<file path="src/rtl/fault_log_pkg.sv">
package fault_log_pkg;

  // Capture rank of a fault class; larger wins, 0 means no candidate.
  function automatic logic [1:0] rank_f(input logic is_ue, input logic is_swc);
    if (is_ue)       return 2'd3;
    else if (is_swc) return 2'd2;
    else             return 2'd1;
  endfunction

  // Repeat rule for the multiple-error flag.
  function automatic logic counts_repeat(input logic is_ue, input logic is_swc);
    return is_ue | is_swc;
  endfunction

endpackage

</file>
<file path="src/rtl/fault_beat_filter.sv">
module fault_beat_filter #(
  parameter int N      = 8,
  parameter int BEAT_W = 2,
  parameter bit EN     = 1'b1
) (
  input  logic              clk,
  input  logic              rst_n,
  input  logic [N-1:0]      strobe_i,
  input  logic [BEAT_W-1:0] beat_i,
  output logic [N-1:0]      acc_o,
  output logic              suppress_o
);

  generate
    if (EN) begin : g_filter
      logic              txn_act_q;
      logic [BEAT_W-1:0] txn_beat_q;
      logic              any_strobe;

      assign any_strobe = |strobe_i;
      // A later beat than the last accepted one belongs to the same transfer.
      assign suppress_o = txn_act_q && (beat_i > txn_beat_q);
      assign acc_o      = suppress_o ? '0 : strobe_i;

      always_ff @(posedge clk or negedge rst_n) begin
        if (!rst_n) begin
          txn_act_q  <= 1'b0;
          txn_beat_q <= '0;
        end else if (any_strobe && !suppress_o) begin
          txn_act_q  <= 1'b1;
          txn_beat_q <= beat_i;
        end
      end

      AST_SUPPRESS_STATE: assert property (@(posedge clk) disable iff (!rst_n)
        (suppress_o && |strobe_i) |=> $stable(txn_beat_q));
    end else begin : g_pass
      assign suppress_o = 1'b0;
      assign acc_o      = strobe_i;
    end
  endgenerate

endmodule

</file>
<file path="src/rtl/fault_capture_slot.sv">
module fault_capture_slot
  import fault_log_pkg::*;
#(
  parameter int           N        = 8,
  parameter int           W        = 32,
  parameter logic [N-1:0] ELIG     = '1,
  parameter logic [N-1:0] UE_MASK  = '0,
  parameter logic [N-1:0] SWC_MASK = '0,
  localparam int          IDX_W    = (N > 1) ? $clog2(N) : 1
) (
  input  logic         clk,
  input  logic         rst_n,
  input  logic [N-1:0] acc_i,
  input  logic [N-1:0] clr_eff_i,
  input  logic [W-1:0] data_i,
  output logic [W-1:0] held_o,
  output logic         cap_o
);

  logic [IDX_W-1:0] owner_q;
  logic [1:0]       owner_rank_q;
  logic             owner_vld_q;
  logic [IDX_W-1:0] cand_idx;
  logic [1:0]       cand_rank;
  logic             still_locked;

  // Highest class wins; strict compare keeps the lowest index on a tie.
  always_comb begin
    cand_idx  = '0;
    cand_rank = 2'd0;
    for (int i = 0; i < N; i++) begin
      if (acc_i[i] && ELIG[i] && (rank_f(UE_MASK[i], SWC_MASK[i]) > cand_rank)) begin
        cand_rank = rank_f(UE_MASK[i], SWC_MASK[i]);
        cand_idx  = IDX_W'(i);
      end
    end
  end

  assign still_locked = owner_vld_q && !clr_eff_i[owner_q];
  assign cap_o        = (cand_rank != 2'd0) && (!still_locked || (cand_rank > owner_rank_q));

  always_ff @(posedge clk or negedge rst_n) begin
    if (!rst_n) begin
      owner_q      <= '0;
      owner_rank_q <= 2'd0;
      owner_vld_q  <= 1'b0;
      held_o       <= '0;
    end else if (cap_o) begin
      owner_q      <= cand_idx;
      owner_rank_q <= cand_rank;
      owner_vld_q  <= 1'b1;
      held_o       <= data_i;
    end else if (!still_locked) begin
      owner_vld_q  <= 1'b0;
    end
  end

  AST_SLOT_HOLD: assert property (@(posedge clk) disable iff (!rst_n)
    (still_locked && !cap_o) |=> $stable(held_o));

  AST_SLOT_ELIGIBLE: assert property (@(posedge clk) disable iff (!rst_n)
    ((acc_i & ELIG) == '0) |-> !cap_o);

endmodule

</file>
<file path="src/rtl/fault_status_log.sv">
module fault_status_log
  import fault_log_pkg::*;
#(
  parameter int           N          = 8,
  parameter int           ADDR_W     = 32,
  parameter int           DSYN_W     = 9,
  parameter int           TSYN_W     = 4,
  parameter int           TXN_BYTES  = 64,
  parameter int           SUB_BYTES  = 16,
  parameter bit           FILTER_EN  = 1'b1,
  parameter logic [N-1:0] UE_MASK    = 8'b0000_1111,
  parameter logic [N-1:0] SWC_MASK   = 8'b0011_0000,
  parameter logic [N-1:0] DSYN_MASK  = 8'b0101_0101,
  parameter logic [N-1:0] TSYN_MASK  = 8'b1010_1000,
  parameter logic [N-1:0] PIN_MASK   = 8'b0000_0011,
  parameter logic [N-1:0] TRAP_MASK  = 8'b1111_1100,
  localparam int          BEAT_W     = $clog2(TXN_BYTES / SUB_BYTES),
  localparam int          SW         = N + 2
) (
  input  logic              clk,
  input  logic              rst_n,
  input  logic [N-1:0]      ev_strobe,
  input  logic [ADDR_W-1:0] ev_addr,
  input  logic [DSYN_W-1:0] ev_dsyn,
  input  logic [TSYN_W-1:0] ev_tsyn,
  input  logic [BEAT_W-1:0] ev_beat,
  input  logic              ev_priv,
  input  logic              wr_en,
  input  logic [SW-1:0]     wr_data,
  input  logic              irq_en,
  output logic [SW-1:0]     status_o,
  output logic [ADDR_W-1:0] addr_o,
  output logic [DSYN_W-1:0] dsyn_o,
  output logic [TSYN_W-1:0] tsyn_o,
  output logic              err_pin_o,
  output logic              trap_req_o
);

  localparam int MULTI_BIT = N;
  localparam int PRIV_BIT  = N + 1;

  logic [N-1:0] acc;
  logic         suppress;
  logic [N-1:0] clr;
  logic [N-1:0] clr_eff;
  logic [N-1:0] repeat_hit;
  logic [N-1:0] sticky_q;
  logic         multi_q;
  logic         priv_q;
  logic         addr_cap;
  logic         dsyn_cap;
  logic         tsyn_cap;

  fault_beat_filter #(.N(N), .BEAT_W(BEAT_W), .EN(FILTER_EN)) u_filter (
    .clk(clk), .rst_n(rst_n), .strobe_i(ev_strobe), .beat_i(ev_beat),
    .acc_o(acc), .suppress_o(suppress)
  );

  assign clr     = wr_en ? wr_data[N-1:0] : '0;
  assign clr_eff = clr & ~acc;

  always_comb begin
    for (int i = 0; i < N; i++) begin
      repeat_hit[i] = acc[i] && sticky_q[i] && !clr[i] &&
                      counts_repeat(UE_MASK[i], SWC_MASK[i]);
    end
  end

  always_ff @(posedge clk or negedge rst_n) begin
    if (!rst_n) begin
      sticky_q <= '0;
      multi_q  <= 1'b0;
      priv_q   <= 1'b0;
    end else begin
      sticky_q <= (sticky_q & ~clr) | acc;
      multi_q  <= (|repeat_hit) | (multi_q & !(wr_en && wr_data[MULTI_BIT]));
      if (addr_cap)                      priv_q <= ev_priv;
      else if (wr_en && wr_data[PRIV_BIT]) priv_q <= 1'b0;
    end
  end

  fault_capture_slot #(.N(N), .W(ADDR_W), .ELIG({N{1'b1}}),
                       .UE_MASK(UE_MASK), .SWC_MASK(SWC_MASK)) u_addr_slot (
    .clk(clk), .rst_n(rst_n), .acc_i(acc), .clr_eff_i(clr_eff),
    .data_i(ev_addr), .held_o(addr_o), .cap_o(addr_cap)
  );

  fault_capture_slot #(.N(N), .W(DSYN_W), .ELIG(DSYN_MASK),
                       .UE_MASK(UE_MASK), .SWC_MASK(SWC_MASK)) u_dsyn_slot (
    .clk(clk), .rst_n(rst_n), .acc_i(acc), .clr_eff_i(clr_eff),
    .data_i(ev_dsyn), .held_o(dsyn_o), .cap_o(dsyn_cap)
  );

  fault_capture_slot #(.N(N), .W(TSYN_W), .ELIG(TSYN_MASK),
                       .UE_MASK(UE_MASK), .SWC_MASK(SWC_MASK)) u_tsyn_slot (
    .clk(clk), .rst_n(rst_n), .acc_i(acc), .clr_eff_i(clr_eff),
    .data_i(ev_tsyn), .held_o(tsyn_o), .cap_o(tsyn_cap)
  );

  assign status_o   = {priv_q, multi_q, sticky_q};
  assign err_pin_o  = |(sticky_q & PIN_MASK);
  assign trap_req_o = irq_en && (|(sticky_q & TRAP_MASK));

  AST_CLEAR_NEEDS_WRITE: assert property (@(posedge clk) disable iff (!rst_n)
    (|($past(sticky_q) & ~sticky_q)) |-> $past(wr_en));

  AST_SET_NEEDS_STROBE: assert property (@(posedge clk) disable iff (!rst_n)
    (|(~$past(sticky_q) & sticky_q)) |-> $past(|ev_strobe));

  AST_SUPPRESSED_NO_SET: assert property (@(posedge clk) disable iff (!rst_n)
    (suppress && !wr_en) |=> (sticky_q == $past(sticky_q)));

  AST_MULTI_SOURCE: assert property (@(posedge clk) disable iff (!rst_n)
    $rose(multi_q) |-> $past(|(ev_strobe & (UE_MASK | SWC_MASK))));

  AST_ADDR_MOVES_ON_EVENT: assert property (@(posedge clk) disable iff (!rst_n)
    !$stable(addr_o) |-> $past(|acc));

  AST_PIN_RISE_SOURCE: assert property (@(posedge clk) disable iff (!rst_n)
    $rose(err_pin_o) |-> $past(|(ev_strobe & PIN_MASK)));

  AST_TRAP_GATED: assert property (@(posedge clk) disable iff (!rst_n)
    !irq_en |-> !trap_req_o);

  AST_SYN_CAP_WITH_EVENT: assert property (@(posedge clk) disable iff (!rst_n)
    (dsyn_cap || tsyn_cap) |-> (|acc));

endmodule

</file>
<file path="config.mk">
export PLATFORM = sky130hd
export DESIGN_NAME = fault_status_log
export DESIGN_NICKNAME = d
export VERILOG_FILES = /design/src/rtl/fault_log_pkg.sv /design/src/rtl/fault_beat_filter.sv /design/src/rtl/fault_capture_slot.sv /design/src/rtl/fault_status_log.sv
export SDC_FILE = /design/constraint.sdc
export NUM_CORES = 1
export LEC_CHECK = 0
export ABC_AREA = 1
export BUFFER_PORTS_ARGS = -buffer_cell sky130_fd_sc_hd__buf_2
export CELL_PAD_IN_SITES_DETAIL_PLACEMENT = 0
export CELL_PAD_IN_SITES_GLOBAL_PLACEMENT = 1
export CORE_ASPECT_RATIO = 2
export CORE_MARGIN = 2
export CORE_UTILIZATION = 35
export CTS_CLUSTER_DIAMETER = 80
export DETAILED_ROUTE_END_ITERATION = 6
export PLACE_DENSITY_LB_ADDON = 0.1
export REMOVE_ABC_BUFFERS = 1
export SETUP_SLACK_MARGIN = 0.02
export SYNTH_ARGS = -nofsm -noshare
export SYNTH_HDL_FRONTEND = slang
export SYNTH_HIERARCHICAL = 1
export SYNTH_SLANG_ARGS = --single-unit
</file>
<file path="constraint.sdc">
create_clock -name clk -period 8.9 [get_ports clk]
set_input_delay 1.78 -clock clk [delete_from_list [all_inputs] [get_ports clk]]
set_output_delay 1.78 -clock clk [all_outputs]
set_load 0.05 [all_outputs]
</file>
[Word-level counts from Yosys, hierarchy flattened]
Cells that the tools add are included.
Widths: inputs -> output; s select.
Storage, ports and cells
  register bits: 76
  output and inout bits: 57
  logic and storage cells: 148
Cells by class
  $lt $le $gt $ge: 18
  equal/unequal tests: 3
  muxes and demuxes: 43
  bitwise operators: 7
  reduce and logical (&&, ||, !) cells: 60
Operators with widths (number)
  $logic_and 1x1->1: 35
  $mux 2: 16
  $mux 3: 10
  $and 8x8->8: 2
  $mux 8: 2
  $not 8->8: 2
  $gt 2x2->1 const A: 7
  $logic_not 1->1: 14
  $lt 3x4->1 const B: 3
  $mux 1: 12
  $reduce_or 6->1: 2
  $bmux 1 s3: 3
  $gt 1x2->1 const A: 4
  $gt 2x2->1: 4
  $or 8x8->8: 1
  $reduce_bool 2->1: 4
  $reduce_or 8->1: 1
  $ne 2x2->1 const B: 3
  $logic_or 1x1->1: 3
  $reduce_or 2->1: 1
  $and 1x1->1: 1
  $or 1x1->1: 1

[Logic depth before layout (Yosys ltp)]
  depth in word-level cells: 29
  gate-level depth with buffers: 25

[Modules after synthesis]
Netlist, hierarchy kept.
By module, submodules not included
  fault_capture_slot (u_addr_slot): times used 1, cells each 213, area each 1756.7 um^2
  fault_capture_slot (u_dsyn_slot): times used 1, cells each 89, area each 721.9 um^2
  fault_capture_slot (u_tsyn_slot): times used 1, cells each 68, area each 525.5 um^2
  fault_status_log: times used 1, cells each 73, area each 519.2 um^2
  fault_beat_filter: times used 1, cells each 52, area each 294.0 um^2

[Worst setup path before layout]
No wires, ideal clock.
  path type: input to register
  start point: input ev_beat[1]
  end point: register priv_q
  setup time: 65 ps
  arrival time: 4299 ps
  required time: 8835 ps
  setup slack: 4536 ps
  cell stages on the path: 22
  path buffers: 2
  cell sequence: ha_1 > nand2_1 > nand2_1 > nand2_2 > inv_2 > nor2_1 > inv_1 > a31oi_4 > nand2_1 > nand2_1 > inv_1 > ha_1 > nand2_1 > o21ai_0 > nand4_1 > nand2_2 > buf_6 > buf_6 > inv_1 > a21oi_1 > nand2_1 > nand2_1
RTL lines
  from (decl): RTL line fault_status_log.sv:26  | input logic [BEAT_W-1:0] ev_beat,
  $gt 2x2->1 *: RTL line fault_beat_filter.sv:22  | assign suppress_o = txn_act_q && (beat_i > txn_beat_q);
  $logic_and 1x1->1 *: RTL line fault_beat_filter.sv:22
  named net suppress: RTL line fault_status_log.sv:43  | logic suppress;
  $mux 8 *: RTL line fault_beat_filter.sv:23  | assign acc_o = suppress_o ? '0 : strobe_i;
  named net acc[4]: RTL line fault_status_log.sv:42  | logic [N-1:0] acc;
  $logic_and 1x1->1: RTL line fault_capture_slot.sv:32  | if (acc_i[i] && ELIG[i] && (rank_f(UE_MASK[i], SWC_MASK[i]) > cand_rank)) begin
  $mux 2: RTL line fault_capture_slot.sv:32
  $gt 2x2->1: RTL line fault_capture_slot.sv:32
  [5 not listed]
  $gt 1x2->1: RTL line fault_capture_slot.sv:32
  $logic_and 1x1->1: RTL line fault_capture_slot.sv:32
  $mux 2: RTL line fault_capture_slot.sv:32
  $gt 2x2->1: RTL line fault_capture_slot.sv:40  | assign cap_o = (cand_rank != 2'd0) && (!still_locked || (cand_rank > owner_rank_q));
  $logic_or 1x1->1: RTL line fault_capture_slot.sv:40
  $logic_and 1x1->1 *: RTL line fault_capture_slot.sv:40
  named net addr_cap: RTL line fault_status_log.sv:50  | logic addr_cap;
  $mux 1 or $reduce_bool 2->1 (tied branches)
  to (signal assigned): RTL line fault_status_log.sv:77  | if (addr_cap) priv_q <= ev_priv;
  to (decl): RTL line fault_status_log.sv:49  | logic priv_q;
Mark *: on every way through the listed nets, which the timed path passes. The rest lies on a longest branch. The select of a mux whose other input is x is not followed.
A chain may end at the register's enable or synchronous reset.

[Worst setup path after layout]
  start point: input ev_beat[1]
  end point: register priv_q
RTL lines
  $gt 2x2->1 *: RTL line fault_beat_filter.sv:22
  $logic_and 1x1->1 *: RTL line fault_beat_filter.sv:22
  named net suppress: RTL line fault_status_log.sv:43
  $mux 8 *: RTL line fault_beat_filter.sv:23
  named net acc[4]: RTL line fault_status_log.sv:42
  $logic_and 1x1->1 *: RTL line fault_capture_slot.sv:32
  $mux 2 *: RTL line fault_capture_slot.sv:32
  $gt 2x2->1: RTL line fault_capture_slot.sv:32
  [6 not listed]
  $logic_and 1x1->1: RTL line fault_capture_slot.sv:32
  $mux 2 *: RTL line fault_capture_slot.sv:32
  named net u_addr_slot.cand_rank[1]: RTL line fault_capture_slot.sv:24  | logic [1:0] cand_rank;
  $gt 2x2->1: RTL line fault_capture_slot.sv:40
  $logic_or 1x1->1: RTL line fault_capture_slot.sv:40
  $logic_and 1x1->1 *: RTL line fault_capture_slot.sv:40
  named net addr_cap: RTL line fault_status_log.sv:50
  $mux 1 or $reduce_bool 2->1 (tied branches)
Marked as above.

==> flow_metrics.env <==
export IMPL_status="finished, final reports clean"
export IMPL_crit_fanout=39
export IMPL_rsz0062_at_grt="no"
export IMPL_chipWidth_um=77.78
export IMPL_fin_cells=756
export IMPL_multiInputGateArea_um2=1664
export IMPL_cts_resized=0
export IMPL_avgRoutedWirePerCell_um=13.28
export IMPL_maxSlewViolCount=0
export IMPL_synth_cell_area_um2=3810
export IMPL_mostFrequentLayoutCells="nand2_1, buf_2, dfrtp_1, nand3_1, nor2_1"
export IMPL_fin_skew_ps=8.909
export IMPL_hpwl_um=7327
export IMPL_hp_class="reg2reg"
export IMPL_critPathArrivalTime_ps=5160
export IMPL_grt_pass1_vias=3491
export IMPL_post_route_period_util_pct=54.85
export IMPL_syn_to_final_growth_pct=25.35
export IMPL_hold_viol=0
export IMPL_drc=0
export IMPL_rows=53
export IMPL_via_per_inst=4.667
export IMPL_cts_buffers=9
export IMPL_final_common_cell="nand2_1"
export IMPL_clk_path_buf_depth=2
export IMPL_layout_area_seq_um2=1852
export IMPL_drt_first_pass_iters=4
export IMPL_setup_tns_ps=0
export IMPL_grt_pass1_wl_um=16500
export IMPL_postRouteAntennaNets=0
export IMPL_layout_drive_gt1_share_pct=27.30
export IMPL_hold_buffers=0
export IMPL_dieArea_um2=11790
export IMPL_ios=127
export IMPL_place_congestion=0.7641
export IMPL_path_clk_slew_ps=60
export IMPL_whs_path_depth=2
export IMPL_final_area_um2=4776
export IMPL_cts_setup_buffers=0
export IMPL_cts_sinks=74
export IMPL_port_buffers=126
export IMPL_fillers=1113
export IMPL_antenna_found_initial=0
export IMPL_syn_inst=493
export IMPL_htree_levels=3
export IMPL_maxCapViolCount=0
export IMPL_initial_core_util_pct=36.13
export IMPL_maxSlewHeadroom_pct=36.50
export IMPL_core_um2=10540
export IMPL_vias=3528
export IMPL_tightest_slew_ps=952.6
export IMPL_syn_avg_cell_area_um2=7.728
export IMPL_clk_latency_ps=340
export IMPL_grt_overflow=0
export IMPL_routed_wl_um=10040
export IMPL_crit_type="in2reg"
export IMPL_yosysWarnings=6
export IMPL_rr_worst_depth=22
export IMPL_crit_required_ps=9180
export IMPL_drt_iter0_markers=103
export IMPL_gr_usage_all_layers_pct=17.94
export IMPL_clockRootBuffer="clkbuf_16"
export IMPL_dpl_cell_area_um2=4504
export IMPL_nNetsFinal=692
export IMPL_die_y_um=151.6
export IMPL_cp_start_kind="primary input"
export IMPL_cts_tree="done"
export IMPL_cp_end_kind="register"
export IMPL_grt_max_degree=75
export IMPL_dp_cells=740
export IMPL_setup_violations=0
export IMPL_fin_crit_ps=4881
export IMPL_max_freq_ghz=0.2049
export IMPL_antenna_cells=0
==> per-layer routing <==
layer | track usage (%) | wire, µm | up-vias
li1 | - | - | 1784
met5 | 0 | 0 | -
met2 | 34.53 | 5623 | 95
met1 | 18.76 | 3813 | 1639
met4 | 6.964 | 151 | 0
met3 | 3.495 | 447 | 10
==> through the flow <==
stage	util [%]	hold slack, ps	setup slack (ps)
3_3_place_gp	42.72	450.2	3860
6_report	45.29	463.3	4019
3_5_place_dp	42.72	452.8	3699
5_1_grt	45.29	486.7	3641
4_1_cts	45.29	467.8	4043
2_1_floorplan	-	431.4	3271
==> critical path: stages <==
cell and delay, ps:
buf_2 110, ha_1 310, nand2_1 70, nand2_1 50
nand2_2 110, inv_2 90, nor2_1 420, inv_1 200
nand4_1 250, nor2_1 60, nand2_1 100, nand2_1 80
inv_1 70, ha_1 130, nor2_1 40, o21ai_0 160
nand4_1 160, nand2_2 570, inv_1 130, a21oi_1 140
nand2_1 70, nand2_1 50
==> area by class of cell <==
cell class / count / share of cell area, %
inverter: 47 / 3.694
sequential: 74 / 38.77
clock buffer: 10 / 4.794
timing repair buffer: 127 / 13.41
tap: 137 / 3.589
clock inverter: 6 / 0.8908
multi-input combinational: 355 / 34.84
==> state kept, by name (all words and copies together), names as in the netlist, 2 cells and up <==
name and count:
u_dsyn_slot/held_o 9, u_addr_slot/held_o 32, u_tsyn_slot/held_o 4, u_addr_slot/owner_rank_q 2, u_addr_slot/owner_q 3, sticky_q 8, u_filter/g_filter.txn_beat_q 2, u_dsyn_slot/owner_q 2
u_dsyn_slot/owner_rank_q 2, u_tsyn_slot/owner_q 3
==> path summary, 6_finish.rpt <==
path / start / endpoint / slack [ps]
worst max-delay path: ev_beat[1] / priv_q / 4020
worst min-delay path: u_addr_slot/held_o[8] / u_addr_slot/held_o[8] / 460
worst max register to register: u_filter/g_filter.txn_beat_q[1] / priv_q / 5200
worst min register to register: u_addr_slot/held_o[8] / u_addr_slot/held_o[8] / 460
max in group asynchronous: rst_n / u_addr_slot/owner_rank_q[0] / 6680
min in group asynchronous: rst_n / u_tsyn_slot/held_o[2] / 1580
Power is left out: the tool's default activity adds up to more than one toggle a clock period on the data nets, which glitch-free logic cannot reach.
